==> src/rtl/ring_step_pkg.sv <==
package ring_step_pkg;
  localparam int unsigned W = 3;
  localparam int unsigned N = 1 << W;
  typedef logic [W-1:0] state_t;

  // position of each value on the ring (value -> index)
  function automatic int unsigned pos_of(input state_t v);
    case (v)
      3'd1: pos_of = 0;
      3'd3: pos_of = 1;
      3'd5: pos_of = 2;
      3'd7: pos_of = 3;
      3'd6: pos_of = 4;
      3'd4: pos_of = 5;
      3'd2: pos_of = 6;
      default: pos_of = 7;
    endcase
  endfunction

  // value at each ring index (index -> value)
  function automatic state_t val_at(input int unsigned p);
    case (p % N)
      0: val_at = 3'd1;
      1: val_at = 3'd3;
      2: val_at = 3'd5;
      3: val_at = 3'd7;
      4: val_at = 3'd6;
      5: val_at = 3'd4;
      6: val_at = 3'd2;
      default: val_at = 3'd0;
    endcase
  endfunction

  localparam state_t RESET_VAL = 3'd1;
endpackage

==> src/rtl/ring_next.sv <==
module ring_next
  import ring_step_pkg::*;
#(
  parameter bit FORWARD = 1'b1
) (
  input  state_t cur,
  output state_t nxt
);
  localparam int unsigned STEP = FORWARD ? 1 : N - 1;

  always_comb begin
    nxt = val_at(pos_of(cur) + STEP);
  end

  always_comb begin
    assert_ring_link_R2_R3: assert (pos_of(val_at(pos_of(cur) + STEP)) == (pos_of(cur) + STEP) % N)
      else $error("ring link broken");
  end
endmodule

==> src/rtl/ring_step_counter.sv <==
module ring_step_counter
  import ring_step_pkg::*;
(
  input  logic         clk,
  input  logic         rst,
  input  logic         en,
  input  logic         fwd,
  output logic [2:0]   cnt
);
  state_t st_q, nxt_fw, nxt_bw;

  ring_next #(.FORWARD(1'b1)) u_fw (.cur(st_q), .nxt(nxt_fw));
  ring_next #(.FORWARD(1'b0)) u_bw (.cur(st_q), .nxt(nxt_bw));

  always_ff @(posedge clk) begin
    if (rst)      st_q <= RESET_VAL;
    else if (en)  st_q <= fwd ? nxt_fw : nxt_bw;
  end

  assign cnt = st_q;

  logic seen_rst;
  always_ff @(posedge clk) begin
    if (rst) seen_rst <= 1'b1;
    else if (seen_rst !== 1'b1) seen_rst <= 1'b0;
  end

  assert_reset_val_R1: assert property (@(posedge clk) rst |=> cnt == 3'd1);
  assert_hold_R4: assert property (@(posedge clk) disable iff (rst || seen_rst !== 1'b1)
    !en |=> $stable(cnt));
  assert_moves_R7: assert property (@(posedge clk) disable iff (rst || seen_rst !== 1'b1)
    en |=> !$stable(cnt));
  assert_fw_pair_R2: assert property (@(posedge clk) disable iff (rst || seen_rst !== 1'b1)
    (en && fwd && cnt == 3'd7) |=> cnt == 3'd6);
  assert_bw_pair_R3: assert property (@(posedge clk) disable iff (rst || seen_rst !== 1'b1)
    (en && !fwd && cnt == 3'd0) |=> cnt == 3'd2);
endmodule

==> config.mk <==
export PLATFORM = sky130hd
export DESIGN_NAME = ring_step_counter
export DESIGN_NICKNAME = d
export VERILOG_FILES = /design/src/rtl/ring_step_pkg.sv /design/src/rtl/ring_next.sv /design/src/rtl/ring_step_counter.sv
export SDC_FILE = /design/constraint.sdc
export NUM_CORES = 1
export LEC_CHECK = 0
export BUFFER_PORTS_ARGS = -buffer_cell sky130_fd_sc_hd__buf_4
export CAP_MARGIN = 20
export CORE_AREA = 2 2 39 41
export CTS_CLUSTER_DIAMETER = 30
export DETAILED_ROUTE_END_ITERATION = 8
export DIE_AREA = 0 0 41 43
export PLACE_DENSITY = 0.34
export SLEW_MARGIN = 20
export SYNTH_ARGS = -nofsm -noshare
export SYNTH_HDL_FRONTEND = slang
export SYNTH_SLANG_ARGS = --single-unit
==> constraint.sdc <==
create_clock -name clk -period 3.1 [get_ports clk]
set_input_delay 0 -clock clk [delete_from_list [all_inputs] [get_ports clk]]
set_output_delay 0 -clock clk [all_outputs]
set_load 0.05 [all_outputs]
==> summary.txt <==
Final layout
  – Post-layout util: 27.2%
  – Share of cells above drive strength 1: 31.0%
  – Final cell count without fillers: 58
  – Ant. Diodes: 0
  – Fillers: 154
  – Synth-to-layout area growth: 36.8%
  – Largest register FFs: 3
  – Post-layout nets: 51

STA
  – Slew @ Worst Pin: 0.266 ns
  – Setup violators final: 0
  – Worst slew margin: 82.2%
  – Slew Viols, Final: 0
  – Setup TNS: 0 ns
  – Final min period: 1.69 ns
  – Final hold violation count: 0
  – Final worst-path cycle share: 54.5%
  – RSZ-0062 raised after global routing: no
  – Clock skew: 0.00751 ns
  – FMAX: 592 MHz

Worst setup path
  – Origin of the critical flop-to-flop path: cnt[0]$_SDFFE_PP1P_
  – R2R Setup Slk: 1.41 ns
  – Critical path startpoint: cnt[0]$_SDFFE_PP1P_
  – End of the critical path: cnt[0]$_SDFFE_PP1P_
  – R2R cell count: 5
  – Setup CP Type: register to register
  – Worst path required time: 3.19 ns
  – Reg-to-reg endpoint: cnt[0]$_SDFFE_PP1P_
  – Worst setup EP type: register
  – CP arrival: 1.78 ns
  – Startpoint types: register
  – CP Max Fanout: 6

Synth
  – Syn Inst Count: 31
  – Synthesized flop and latch total: 3
  – Netlist cell types: 14
  – Syn. warnings: 0
  – Synth Cell Area: 275 um^2
  – Synthesized area per cell: 8.88 um^2
  – Post-synthesis sequential area ratio: 21.8%
  – Syn nets: 39

Placed design
  – Port Buf Inserts: 6
  – Dpl hpwl: 542 um
  – GPL Wtd Cong: 0.763
  – Inst Count DP: 53

Floorplanning
  – CORE AREA: 1380 um^2
  – Die width: 41 um
  – Initial core utilization: 19.9%
  – Die area: 1760 um^2
  – Row Count: 14
  – Die height: 43 um
  – I/O pins: 7

Global routing
  – Gr usage total: 9.43%
  – Remaining Overflow, GRT: 0
  – First-pass GRT wire length: 1160 um
  – Pin count of the biggest net entering global routing: 9
  – Antenna violations before repair: 0
  – Vias in the first global route: 278

Pwr
  – Pwr per Cell Area: 470 nW/um^2
  – LEAKAGE: 0.172 nW
  – VDD IR max: 0.165 mV

Detailed routing
  – DRT Wirelength: 717 um
  – Number of nets with antenna violations after routing: 0
  – Via Count: 296
  – Iteration-0 DRC Markers: 9
  – Drt first pass iters: 4
  – Detail-routed via count per cell: 5.10
  – Routed len/inst: 12.4 um
  – # DRC: 0

Clocking
  – Worst-path clk slew: 0.04 ns
  – CTS Sinks: 3
  – CTS tree: yes
  – Root Driver: clkbuf_4
  – Clk Latency, worst-skew pair: 0.24 ns
  – H-tree depth: 1
  – Clock Path Buffers: 2
  – Cts bufs inserted: 3
  – CTS resizes: 0

Flow run
  – Max cap viols: 0

Min path
  – Hold Path Class: primary input to register

Outcome
  – Status: completed
## synth_stat cells, drive strengths merged
master | instances | area [um^2]
ha | 4 | 50.1
a311oi | 2 | 17.5
dfxtp | 3 | 60.1
o221ai | 4 | 35.0
o211ai | 1 | 7.51
and2 | 1 | 6.26
o2111ai | 2 | 17.5
or3 | 2 | 12.5
and3 | 1 | 6.26
and2b | 2 | 17.5
nor2 | 3 | 11.3
a21o | 1 | 8.76
inv | 4 | 15.0
nor3 | 1 | 10.0
## metrics by stage
step	cell area (um^2)	hold WS, ns	power [mW]	setup WS (ns)
6_report	377	0.00919	0.177	1.41
4_1_cts	377	0.00238	0.180	1.42
3_5_place_dp	340	0.185	0.105	1.44
2_1_floorplan	275	0.0721	0.0869	1.19
3_3_place_gp	340	0.179	0.105	1.46
5_1_grt	377	0.0158	0.188	1.30
## what timing repair did
action | in CTS | in global routing
hold buffers | 1 | 0
setup endpoints to repair | 0 | 0
endpoints found under the hold margin | 2 | 0
buffers inserted | 0 | 0
## cells by family after synthesis
kind of cell,synth area share (%)
AO/OA/AOI/OAI,31.4
AND/OR/NAND/NOR,23.2
buffers and inverters,5.45
adder cells (fa/ha/maj),18.2
flip-flops,21.8
## how the worst min path moves through the flow
stage | startpoint | endpoint | slack (ns) | cells after the start
6_report | en | cnt[1]$_SDFFE_PP0P_ | 0.009 | 2
5_1_grt | en | cnt[2]$_SDFFE_PP0P_ | 0.02 | 2
4_1_cts | en | cnt[1]$_SDFFE_PP0P_ | 0.002 | 2
3_5_place_dp | rst | cnt[1]$_SDFFE_PP0P_ | 0.19 | 2
3_3_place_gp | rst | cnt[1]$_SDFFE_PP0P_ | 0.18 | 2
2_1_floorplan | rst | cnt[1]$_SDFFE_PP0P_ | 0.07 | 1
## cell type report
| cell class | count | area (um^2) | share of cell area (%) |
|---|---|---|---|
| sequential | 3 | 60.1 | 15.9 |
| tap | 16 | 20.0 | 5.32 |
| inverter | 4 | 15.0 | 3.99 |
| clock buffer | 4 | 26.3 | 6.98 |
| multi-input combinational | 24 | 200 | 53.2 |
| timing repair buffer | 7 | 55.1 | 14.6 |
## critical path, cell delays in order (launching register included)
cell       delay (ns)
dfxtp_1          0.43
inv_1            0.12
ha_1             0.25
or3_1            0.43
o221ai_1         0.19
o2111ai_1        0.14
## per-layer routing
metal / GRT usage [%] / share of wire, % / vias up
li1: - / - / 143
met1: 11.9 / 45 / 144
met2: 14.4 / 50 / 9
met3: 3.14 / 4.7 / 0
met4: 3.33 / 0 / 0
met5: 0 / 0 / -
## power breakdown
group	internal (mW)	switching [mW]	leakage, nW	total, mW
clock	0.0484	0.0228	0.0150	0.0712
combinational	0.0232	0.0346	0.133	0.0577
sequential	0.0421	0.00589	0.0249	0.0480
total	0.114	0.0633	0.172	0.177
## placed cells by master, fill, tap and decap left out, drive strengths merged, types with 2 or more instances in the layout
cell type	count
o2111ai	2
clkbuf	4
nor2	3
a311oi	2
inv	4
o221ai	4
ha	4
or3	2
buf	6
and2b	2
dfxtp	3
(Power assumes the default switching activity.)
